### src/rtl/ck_pkg.sv
package ck_pkg;
  localparam int SYM_W    = 4;   // bits per symbol, one x4 device
  localparam int CHK_SYMS = 3;   // check symbols, distance 4

  // GF(16) multiply, field polynomial x^4 + x + 1
  function automatic logic [3:0] gf_mul(input logic [3:0] a, input logic [3:0] b);
    logic [3:0] p;
    logic [3:0] x;
    p = 4'h0;
    x = a;
    for (int i = 0; i < 4; i++) begin
      if (b[i]) p = p ^ x;
      x = {x[2:0], 1'b0} ^ (x[3] ? 4'h3 : 4'h0);
    end
    return p;
  endfunction

  // alpha^e with alpha = 2
  function automatic logic [3:0] gf_apow(input int e);
    logic [3:0] r;
    r = 4'h1;
    for (int i = 0; i < (e % 15); i++) r = gf_mul(r, 4'h2);
    return r;
  endfunction

  // inverse as a^14 (0 maps to 0)
  function automatic logic [3:0] gf_inv(input logic [3:0] a);
    logic [3:0] r;
    r = 4'h1;
    for (int i = 0; i < 14; i++) r = gf_mul(r, a);
    return r;
  endfunction

  // generator (x+1)(x+alpha)(x+alpha^2) = x^3 + 7x^2 + 14x + 8
  localparam logic [3:0] GEN2 = 4'h7;
  localparam logic [3:0] GEN1 = 4'he;
  localparam logic [3:0] GEN0 = 4'h8;
endpackage

### src/rtl/ck_encoder.sv
module ck_encoder
  import ck_pkg::*;
#(
  parameter int DSYM = 8
) (
  input  logic [DSYM*SYM_W-1:0]            data_i,
  output logic [(DSYM+CHK_SYMS)*SYM_W-1:0] code_o
);
  // remainder of d(x)*x^3 divided by the generator, unrolled
  always_comb begin
    logic [3:0] r0, r1, r2, fb;
    r0 = 4'h0;
    r1 = 4'h0;
    r2 = 4'h0;
    for (int i = DSYM - 1; i >= 0; i--) begin
      fb = data_i[i*SYM_W +: SYM_W] ^ r2;
      r2 = r1 ^ gf_mul(fb, GEN2);
      r1 = r0 ^ gf_mul(fb, GEN1);
      r0 = gf_mul(fb, GEN0);
    end
    code_o = {data_i, r2, r1, r0};
  end
endmodule

### src/rtl/ck_syndrome.sv
module ck_syndrome
  import ck_pkg::*;
#(
  parameter int NSYM = 11
) (
  input  logic [NSYM*SYM_W-1:0] code_i,
  output logic [3:0]            s_o [CHK_SYMS]
);
  // S_k = sum over positions i of c_i * alpha^(k*i)
  for (genvar k = 0; k < CHK_SYMS; k++) begin : g_syn
    always_comb begin
      logic [3:0] acc;
      acc = 4'h0;
      for (int i = 0; i < NSYM; i++)
        acc = acc ^ gf_mul(code_i[i*SYM_W +: SYM_W], gf_apow(k * i));
      s_o[k] = acc;
    end
  end
endmodule

### src/rtl/ck_locator.sv
module ck_locator
  import ck_pkg::*;
#(
  parameter int NSYM = 11,
  localparam int IW  = $clog2(NSYM)
) (
  input  logic [3:0]    s_i [CHK_SYMS],
  output logic          hit_o,
  output logic          bad_o,
  output logic [IW-1:0] pos_o,
  output logic [3:0]    val_o
);
  logic          any_nz;
  logic          consistent;
  logic [3:0]    ratio;
  logic [NSYM-1:0] match;

  assign any_nz     = (s_i[0] != 4'h0) || (s_i[1] != 4'h0) || (s_i[2] != 4'h0);
  assign consistent = (s_i[0] != 4'h0) &&
                      (gf_mul(s_i[1], s_i[1]) == gf_mul(s_i[0], s_i[2]));
  assign ratio      = gf_mul(s_i[1], gf_inv(s_i[0]));

  // compare the locator with every legal position of the shortened code
  for (genvar j = 0; j < NSYM; j++) begin : g_loc
    assign match[j] = consistent && (ratio == gf_apow(j));
  end

  always_comb begin
    pos_o = '0;
    for (int j = 0; j < NSYM; j++)
      if (match[j]) pos_o = IW'(j);
  end

  assign hit_o = |match;
  assign bad_o = any_nz && !hit_o;
  assign val_o = s_i[0];
endmodule

### src/rtl/ck_codec.sv
module ck_codec
  import ck_pkg::*;
#(
  parameter int DSYM  = 8,
  localparam int NSYM = DSYM + CHK_SYMS,
  localparam int DW   = DSYM * SYM_W,
  localparam int CW   = NSYM * SYM_W,
  localparam int IW   = $clog2(NSYM)
) (
  input  logic          clk,
  input  logic          rst,
  input  logic [DW-1:0] enc_data_i,
  output logic [CW-1:0] enc_code_o,
  input  logic          dec_valid_i,
  input  logic [CW-1:0] dec_code_i,
  output logic          dec_valid_o,
  output logic [DW-1:0] dec_data_o,
  output logic          dec_corr_o,
  output logic          dec_uncorr_o,
  output logic [IW-1:0] dec_sym_o
);
  logic [3:0]    syn [CHK_SYMS];
  logic          hit, bad;
  logic [IW-1:0] pos;
  logic [3:0]    eval;
  logic [DW-1:0] fixed;

  ck_encoder #(.DSYM(DSYM)) u_enc (
    .data_i(enc_data_i),
    .code_o(enc_code_o)
  );

  ck_syndrome #(.NSYM(NSYM)) u_syn (
    .code_i(dec_code_i),
    .s_o   (syn)
  );

  ck_locator #(.NSYM(NSYM)) u_loc (
    .s_i  (syn),
    .hit_o(hit),
    .bad_o(bad),
    .pos_o(pos),
    .val_o(eval)
  );

  // repair the located data nibble; a check-symbol hit leaves data alone
  always_comb begin
    fixed = dec_code_i[CW-1 -: DW];
    for (int i = 0; i < DSYM; i++)
      if (hit && pos == IW'(i + CHK_SYMS))
        fixed[i*SYM_W +: SYM_W] = fixed[i*SYM_W +: SYM_W] ^ eval;
  end

  always_ff @(posedge clk) begin
    if (rst) begin
      dec_valid_o  <= 1'b0;
      dec_data_o   <= '0;
      dec_corr_o   <= 1'b0;
      dec_uncorr_o <= 1'b0;
      dec_sym_o    <= '0;
    end else begin
      dec_valid_o <= dec_valid_i;
      if (dec_valid_i) begin
        dec_data_o   <= fixed;
        dec_corr_o   <= hit;
        dec_uncorr_o <= bad;
        dec_sym_o    <= hit ? pos : '0;
      end
    end
  end
endmodule

### config.mk
export PLATFORM = sky130hd
export DESIGN_NAME = ck_codec
export DESIGN_NICKNAME = d
export VERILOG_FILES = /design/src/rtl/ck_pkg.sv /design/src/rtl/ck_encoder.sv /design/src/rtl/ck_syndrome.sv /design/src/rtl/ck_locator.sv /design/src/rtl/ck_codec.sv
export SDC_FILE = /design/constraint.sdc
export NUM_CORES = 1
export LEC_CHECK = 0
export BUFFER_PORTS_ARGS = -buffer_cell sky130_fd_sc_hd__buf_2
export CAP_MARGIN = 20
export CELL_PAD_IN_SITES_DETAIL_PLACEMENT = 0
export CELL_PAD_IN_SITES_GLOBAL_PLACEMENT = 1
export CORE_MARGIN = 5
export CORE_UTILIZATION = 40
export CTS_CLUSTER_DIAMETER = 40
export DETAILED_ROUTE_END_ITERATION = 6
export PLACE_DENSITY = 0.84
export SETUP_SLACK_MARGIN = 0.4
export SLEW_MARGIN = 20
export SYNTH_ARGS = -nofsm -noshare
export SYNTH_HDL_FRONTEND = slang
export SYNTH_SLANG_ARGS = --single-unit
### constraint.sdc
create_clock -name clk -period 54.5 [get_ports clk]
set_clock_uncertainty 0.1 [all_clocks]
set_input_delay 2.725 -clock clk [delete_from_list [all_inputs] [get_ports clk]]
set_output_delay 2.725 -clock clk [all_outputs]
set_load 0.02 [all_outputs]
After elaboration in Yosys (flattened, before gate mapping). Index checks and enable logic that the tools add are counted.

Mux-type cells: 180. Bitwise logic cells: 254. Reductions and logical operators: 28. Equality and inequality tests: 20.

Operators with widths (count): bitwise XOR 4 bit (248); 2-to-1 mux 4 bit (77); 2-to-1 mux 2 bit (96); == test 4 x 3 -> 1 bit (second input constant) (8); == test 4 bit (second input constant) (7); logical AND 1 bit (21); 2-to-1 mux 3 bit (5); == test 4 x 2 -> 1 bit (second input constant) (3); nonzero test 4 bit (3); bitwise XOR 4 x 2 -> 4 bit (3); OR reduction 11 bit (1); == test 4 x 1 -> 1 bit (second input constant) (1); == test 4 bit (1); NOT 1 bit (first input constant) (3); logical OR 1 bit (2); 2-to-1 mux 1 bit (2); zero test 1 bit (1).

Input bits: 79. Register bits: 39. Output and inout bits: 83. Logic and storage cells: 487.

Depth between registers and ports, before layout. Gate-level depths: netlist (run 1).

Depth in word-level cells: 140. Depth in mapped cells: 73. Mapped depth without buffers: 55.

Cells and area by module. A second synthesis (run 1) with hierarchy kept.

Cells, all modules: 1467. Area, all modules: 12388.1 um^2.

By module, submodules not included: ck_locator (cells each 981, seq. area each 0.0 um^2, times used 1, area each 7378.3 um^2); ck_encoder (cells each 173, seq. area each 0.0 um^2, times used 1, area each 2034.5 um^2); ck_codec (cells each 215, seq. area each 780.7 um^2, times used 1, area each 1829.3 um^2); ck_syndrome (cells each 98, seq. area each 0.0 um^2, times used 1, area each 1146.1 um^2).

Worst setup path before layout (run 1). No wires, ideal clock.

Path type: input to register. From: input dec_code_i[31]. To: register dec_data_o[6]. Path slack: 35272 ps. Stages: 70. Buffers on the path: 18. Setup time: 79 ps. Arrival time: 19048 ps. Required time: 54321 ps. Cell sequence: buf_2 -> xnor3_1 -> xnor2_1 -> xnor2_2 -> inv_2 -> buf_4 -> buf_6 -> buf_4 -> clkbuf_1 -> clkbuf_1 -> buf_1 -> clkbuf_1 -> clkbuf_1 -> clkbuf_1 -> ha_1 -> inv_1 -> clkbuf_1 -> o41a_1 -> [34 not listed] -> a2111oi_4 -> nand3_4 -> xnor2_4 -> buf_6 -> a211oi_1 -> or3_1 -> nor4_4 -> xnor2_1 -> nor2_1 -> or4_4 -> and3_1 -> xnor2_1 -> xnor3_1 -> or2_1 -> buf_2 -> or4_1 -> xor2_1 -> a211oi_2.

Word-level cells in the longest chain between the ends: 123. Elaborated cells on any way between the ends: 257. Classes of those cells: eq/ne: 13; mux: 118; bitwise: 111; reduce/logical: 15.

RTL lines: from (decl) (line ck_codec.sv:15) `input logic [CW-1:0] dec_code_i,`; bitwise XOR 4 bit (4 in a row) (line ck_syndrome.sv:15) `acc = acc ^ gf_mul(code_i[i*SYM_W +: SYM_W], gf_apow(k * i));`; 2-to-1 mux 4 bit (line ck_pkg.sv:12) `if (b[i]) p = p ^ x;`; 2-to-1 mux 2 bit (line ck_pkg.sv:13) `x = {x[2:0], 1'b0} ^ (x[3] ? 4'h3 : 4'h0);`; bitwise XOR 4 bit (line ck_pkg.sv:13); bitwise XOR 4 bit (line ck_pkg.sv:12); 2-to-1 mux 4 bit (line ck_pkg.sv:12); bitwise XOR 4 bit (line ck_pkg.sv:12); 2-to-1 mux 4 bit (line ck_pkg.sv:12); [98 not listed]; logical AND 1 bit (line ck_locator.sv:25) `assign match[j] = consistent && (ratio == gf_apow(j));`; 2-to-1 mux 1 bit (line ck_locator.sv:31) `if (match[j]) pos_o = IW'(j);`; 2-to-1 mux 2 bit (2 in a row) (line ck_locator.sv:31); 2-to-1 mux 3 bit (4 in a row) (line ck_locator.sv:31); 2-to-1 mux 4 bit (3 in a row) (line ck_locator.sv:31); == test 4 x 3 -> 1 bit (line ck_codec.sv:50) `if (hit && pos == IW'(i + CHK_SYMS))`; logical AND 1 bit (*) (line ck_codec.sv:50); 2-to-1 mux 4 bit (*) (line ck_codec.sv:50); to (signal assigned) (line ck_codec.sv:64) `dec_data_o <= fixed;`; to (decl) (line ck_codec.sv:17) `output logic [DW-1:0] dec_data_o,`.

Every way passes the cells marked *; elsewhere a longest branch is shown, timed or not. A chain may end at the register's enable or synchronous reset.

Final worst setup path (run 1).
From: input dec_code_i[7]. To: register dec_data_o[18].

Word-level cells in the longest chain between the ends: 129. Elaborated cells on any way between the ends: 269. Classes of those cells: eq/ne: 13; mux: 116; bitwise: 125; reduce/logical: 15.

RTL lines (line): bitwise XOR 4 bit (10 in a row) (ck_syndrome.sv:15); 2-to-1 mux 4 bit (ck_pkg.sv:12); 2-to-1 mux 2 bit (ck_pkg.sv:13); bitwise XOR 4 bit (ck_pkg.sv:13); bitwise XOR 4 bit (ck_pkg.sv:12); 2-to-1 mux 4 bit (ck_pkg.sv:12); bitwise XOR 4 bit (ck_pkg.sv:12); 2-to-1 mux 4 bit (ck_pkg.sv:12); [98 not listed]; logical AND 1 bit (ck_locator.sv:25); 2-to-1 mux 1 bit (ck_locator.sv:31); 2-to-1 mux 2 bit (2 in a row) (ck_locator.sv:31); 2-to-1 mux 3 bit (4 in a row) (ck_locator.sv:31); 2-to-1 mux 4 bit (3 in a row) (ck_locator.sv:31); == test 4 x 3 -> 1 bit (ck_codec.sv:50); logical AND 1 bit (*) (ck_codec.sv:50); 2-to-1 mux 4 bit (*) (ck_codec.sv:50).

Marked as above.

==> qor.yml, run 1 <==
clock_network:
  cts_made_buffers: 5
  clk_latency_ns: 0.29
  clockBufferDepth: 2
  cts_root_buf: "clkbuf_16"
  cts_hold_buffers: 0
  cts.sinks: 39
  clkTransAtPathRegs_ns: 0.06
  htree_levels: 2
  ctsResizeCount: 0
  cts_setup_buffers: 0
  cts_tree: "yes"
sta:
  period_minus_slack_ns: 20.80
  drv_slew: 0
  finalSetupTns_ns: 0
  fin_crit_sh_pct: 38.16
  rsz0062_at_grt: "false"
  max_freq_mhz: 48.08
  finalSetupViolCount: 0
  hold_viol: 0
  maxSlewHeadroom_pct: 37.66
  tightest_slew_ns: 0.9351
hold_path:
  worst_hold_path.endpoint: "dec_data_o[31]$_SDFFE_PP0P_"
  hold_depth: 2
  worstHoldStart: "dec_data_o[31]$_SDFFE_PP0P_"
  min_path_type: "flip-flop to flip-flop"
synth:
  syn_area_um2: 11690
  syn-num-nets: 1611
  ys_ff_latch: 39
  avgSynthCellArea_um2: 7.657
  synth_edf_count: 0
  synthCells: 1527
  synthFlopType: "dfxtp_1"
  ys_top_cells_by_area: "xnor2_1, xor2_1, dfxtp_1"
  synth_top_cell_by_area: "xnor2_1"
  synth-async-reset-ratio_pct: 0
  synth_sequential_area_ratio_pct: 6.677
  synth_cell_type_count: 114
  synth_top_area_share_pct: 20.22
  synth_warnings: 0
critical_path:
  path_buf_inv: 4
  critPathMaxStageDelay_ns: 0.76
  crit_fanout: 62
  r2r_cells: 2
  worstSetupEndpointType: "flip-flop"
  crit_type: "input pin to flip-flop"
  r2r-end: "dec_corr_o$_SDFFE_PP0P_"
  r2r-start: "dec_corr_o$_SDFFE_PP0P_"
  rrSetupSlack_ns: 53.61
  worst_setup_path_start_kind: "input pin"
  path_delay_family: "simple AND/OR/NAND/NOR gates"
  arrival_ns: 20.90
  worstPathRequired_ns: 54.60
  cp_common_cell: "xnor2_1"
  cpMaxStageDelayCell: "ha_1"
final_layout:
  drive_gt1_share_pct: 16.84
  multi_input_area_um2: 10180
  final_cell_mix: "xnor2_1, buf_2, nor2_1"
  mostFrequentLayoutCell: "xnor2_1"
  area_growth_pct: 7.704
  regArea_um2: 780.7
  num_antenna_cells: 0
  num-nets-final: 1657
  fill_cells: 2948
detailed_routing:
  drc: 0
  vias_per_cell: 5.764
  routed_wl_um: 35710
  drt_iter0_markers: 1005
  vias: 11286
  drtPass1Iterations: 5
  post_drt_wl_per_cell_um: 18.24
  ant_nets: 0
global_route:
  grt-ovfl-total: 0
  grt_max_degree: 75
  grt_pass1_wl_um: 57870
  antenna_found_initial: 0
  grt_pass1_vias: 10922
  track_usage_pct: 20.65
status:
  status: "completed"
floorplan:
  core-area_um2: 28780
  dieArea_um2: 32750
  start_util_pct: 40.63
  die_w_um: 181.0
  die_y_um: 181.0
  boundaryPins: 162
  rows: 62
placed_design:
  dpl.hpwl_um: 26380
  place_congestion: 0.8962
  portBuffers: 161
flow_run:
  maxCapViolCount: 0
worst max path at each step:
stage | start | to | slack, ns | depth (start not counted)
after global routing | dec_code_i[23] | dec_data_o[18]$_SDFFE_PP0P_ | 32.21 | 55
after floorplan | dec_code_i[31] | dec_data_o[6]$_SDFFE_PP0P_ | 35.27 | 70
final | dec_code_i[7] | dec_data_o[18]$_SDFFE_PP0P_ | 33.70 | 55
after global placement | dec_code_i[23] | dec_data_o[6]$_SDFFE_PP0P_ | 33.90 | 55
after CTS | dec_code_i[16] | dec_data_o[18]$_SDFFE_PP0P_ | 33.87 | 56
after detailed placement | dec_code_i[16] | dec_data_o[18]$_SDFFE_PP0P_ | 33.63 | 56
metal layers:
layer  GRT usage [%]  wire [um]
met3           1.930       2112
met2           35.27      16800
met4           4.413        624
met5               0          0
met1           28.43      16170
state kept, by name (all words and copies together), names as in the netlist:
register and count:
dec_uncorr_o 1, dec_sym_o 4, dec_valid_o 1, dec_corr_o 1, dec_data_o 32
worst register-to-register path, cell delays in order, from the launching register on:
cell and delay [ns]:
dfxtp_1 0.31, nor3b_1 0.13, a31o_2 0.24
synthesized netlist by cell type (all sizes together) (5+ instances only):
| cell | n |
|---|---|
| o311a | 5 |
| nor4 | 32 |
| ha | 5 |
| a311oi | 6 |
| a31oi | 10 |
| a21boi | 6 |
| and2 | 17 |
| nor2 | 143 |
| o21ai | 70 |
| o2111ai | 6 |
| xnor2 | 292 |
| nor3 | 54 |
| o211ai | 15 |
| or4 | 9 |
| xor2 | 114 |
| a211oi | 43 |
| inv | 19 |
| a21o | 8 |
| mux2i | 33 |
| and3 | 13 |
| buf | 78 |
| a211o | 8 |
| o221ai | 7 |
| o21a | 7 |
| xnor3 | 32 |
| o22ai | 14 |
| a22oi | 6 |
| nor3b | 8 |
| nand3 | 44 |
| mux2 | 5 |
| clkbuf | 57 |
| or3 | 25 |
| nand2 | 105 |
| or2 | 16 |
| nand2b | 15 |
| a21oi | 61 |
| nand4 | 10 |
| dfxtp | 39 |
| xor3 | 5 |
cells by family (layout without fill, tap and decap cells):
group	Yosys count	in the layout	synth area share [%]
multiplexers	40	40	3.820
adder cells (fa/ha/maj)	5	5	0.5350
AND/OR/NAND/NOR	517	517	23.11
flip-flops	39	39	6.677
XOR/XNOR	443	443	39.44
buffers and inverters	154	201	6.592
AO/OA/AOI/OAI	329	329	19.82
stage by stage:
step                cells  hold WS [ns]  setup slack (ns)  utilization [%]  cell area [um2]
floorplan            1527        0.4349             35.27                -            11690
global route         1958        0.3935             32.21            43.76            12590
finish               1958        0.3708             33.70            43.76            12590
global placement     1950        0.3558             33.90            43.11            12410
CTS                  1958        0.3759             33.87            43.73            12590
detailed placement   1950        0.3655             33.63            43.11            12410
final cells by class:
type	count	share of cell area [%]
Clock buffer	6	1.103
Clock inverter	2	0.3080
Inverter	19	0.5663
Multi-Input combinational cell	1334	80.84
Sequential cell	39	6.200
Tap cell	384	3.815
Timing Repair Buffer	174	7.173
Power of run 1 is left out: the tool's default activity adds up to more than one toggle a clock period on the data nets, which glitch-free logic cannot reach.
==> run 2, diff against run 1 <==
Settings changed: PLACE_DENSITY 0.84 to 0.87.
Clock period 54.5 ns to 16.96 ns, I/O delays scaled along.
==> run 2 against run 1 <==
Against the previous run:
- final area up 6.6%
- die area unchanged
- sequential share of layout area down 0.38 points
- core utilization up 2.9 points
- global-route usage down 0.30 points
- critical path type unchanged
==> qor.yml, run 2 (synthesized netlist as in run 1, its figures left out) <==
placed_design:
  dpl.hpwl_um: 26360
  place_congestion: 0.9104
  portBuffers: 161
clock_network:
  cts_made_buffers: 5
  cts_hold_buffers: 0
  htree_levels: 2
  cts_root_buf: "clkbuf_16"
  cts_tree: "yes"
  cts.sinks: 39
  clockBufferDepth: 2
  clkTransAtPathRegs_ns: 0.06
  clk_latency_ns: 0.28
final_layout:
  num_antenna_cells: 0
  drive_gt1_share_pct: 23.40
  largest_reg_flops: 32
  final_cell_mix: "xnor2_1, buf_2, nor2_1"
  fill_cells: 2822
  num-nets-final: 1711
  reg_top3: "dec_data_o (32), dec_sym_o (4)"
  regMostFlops: "dec_data_o"
  area_growth_pct: 14.77
  mostFrequentLayoutCell: "xnor2_1"
global_route:
  use_met3_pct: 1.810
  use_met2_pct: 35.53
  grt_pass1_vias: 10966
  track_usage_pct: 20.34
  grt_pass1_wl_um: 57100
  grt_max_degree: 75
  use_met1_pct: 27.23
  grt-busiest-layer: "met2"
  grt-ovfl-total: 0
  antenna_found_initial: 0
hold_path:
  hold_depth: 2
  min_path_type: "flip-flop to flip-flop"
  worst_hold_path.endpoint: "dec_sym_o[1]$_SDFFE_PP0P_"
  worstHoldStart: "dec_sym_o[1]$_SDFFE_PP0P_"
floorplan:
  die_w_um: 181.0
  rows: 62
  boundaryPins: 162
  die_y_um: 181.0
  core-area_um2: 28780
  dieArea_um2: 32750
  start_util_pct: 40.63
critical_path:
  r2r-end: "dec_corr_o$_SDFFE_PP0P_"
  crit_type: "input pin to flip-flop"
  worstSetupEndpointType: "flip-flop"
  worst_setup_path_start_kind: "input pin"
  r2r_cells: 2
  rrSetupSlack_ns: 16.09
  r2r-start: "dec_corr_o$_SDFFE_PP0P_"
  critPathMaxStageDelay_ns: 0.57
  worstPathRequired_ns: 17.06
  arrival_ns: 16.01
  crit_fanout: 15
  cpMaxStageDelayCell: "or4_4"
detailed_routing:
  drtPass1Iterations: 5
  routed_wl_um: 35950
  drt_iter0_markers: 940
  vias: 11593
  post_drt_wl_per_cell_um: 17.87
  drc: 0
  vias_per_cell: 5.762
  ant_nets: 0
sta:
  drv_slew: 0
  rsz0062_at_grt: "false"
  hold_viol: 0
  fin_crit_sh_pct: 93.82
  max_freq_mhz: 62.85
  finalSetupTns_ns: 0
  finalSetupViolCount: 0
  period_minus_slack_ns: 15.91
  tightest_slew_ns: 1.024
  maxSlewHeadroom_pct: 31.27
status:
  status: "completed"
flow_run:
  maxCapViolCount: 0
run 2: cell types whose count changed in the layout (fill, tap and decap cells not counted), moves of 4 or more:
cell and delta:
a211oi_1 -4, buf_4 +49, nor2_1 -8, nor2_2 +8, xnor2_1 -8, xnor2_4 +6, xnor3_1 -8, xnor3_2 +8
xor2_1 -6, xor2_2 +6
run 2: layer usage:
metal  up-vias  part of all wire (%)
met5         -                     0
met4         0                   2.0
met3        60                   7.1
met2       494                    47
met1      5434                    44
li1       5605                     -
run 2: repair_timing:
action | in CTS | in global routing
buffers inserted | 0 | 22
resized for setup | 0 | 88
endpoints found under the setup margin | 0 | 38
endpoints found under the hold margin | 0 | 0
run 2: worst max-delay path: cells and delay by family:
family / cells / cell delay [ns]
AO/OA/AOI/OAI: 16 / 3.67
adder cells (fa/ha/maj): 1 / 0.33
buffers and inverters: 4 / 0.73
XOR/XNOR: 12 / 3.38
AND/OR/NAND/NOR: 24 / 7.06
run 2: worst max-delay path by stage:
stage,from,to
2_1_floorplan,dec_code_i[31],dec_data_o[6]$_SDFFE_PP0P_
3_3_place_gp,dec_code_i[16],dec_data_o[16]$_SDFFE_PP0P_
3_5_place_dp,dec_code_i[16],dec_data_o[18]$_SDFFE_PP0P_
4_1_cts,dec_code_i[16],dec_data_o[19]$_SDFFE_PP0P_
5_1_grt,dec_code_i[32],dec_data_o[17]$_SDFFE_PP0P_
6_report,dec_code_i[15],dec_data_o[19]$_SDFFE_PP0P_
run 2: stage by stage:
step | hold WS, ns | util, % | area (um2) | std cells | worst slack, ns
after floorplan | 0.4349 | - | 11720 | 1527 | 0.4129
after global routing | 0.3810 | 46.63 | 13420 | 2012 | 0.3548
final | 0.3551 | 46.63 | 13420 | 2012 | 1.049
after detailed placement | 0.3485 | 43.99 | 12660 | 1981 | 0.3371
after CTS | 0.3624 | 44.58 | 12830 | 1989 | 0.6117
after global placement | 0.3543 | 43.99 | 12660 | 1981 | 0.6546
run 2: final cells by class:
class,instances,area [um2],area share (%)
repair buffers,227,1325,9.874
flip-flops and latches,39,780.7,5.818
well taps,384,480.5,3.580
inverters,19,77.57,0.5781
clock buffers,5,125.1,0.9324
multi-input cells,1335,10590,78.89
clock inverters,3,43.79,0.3263
Power of run 2 is left out for the same reason.
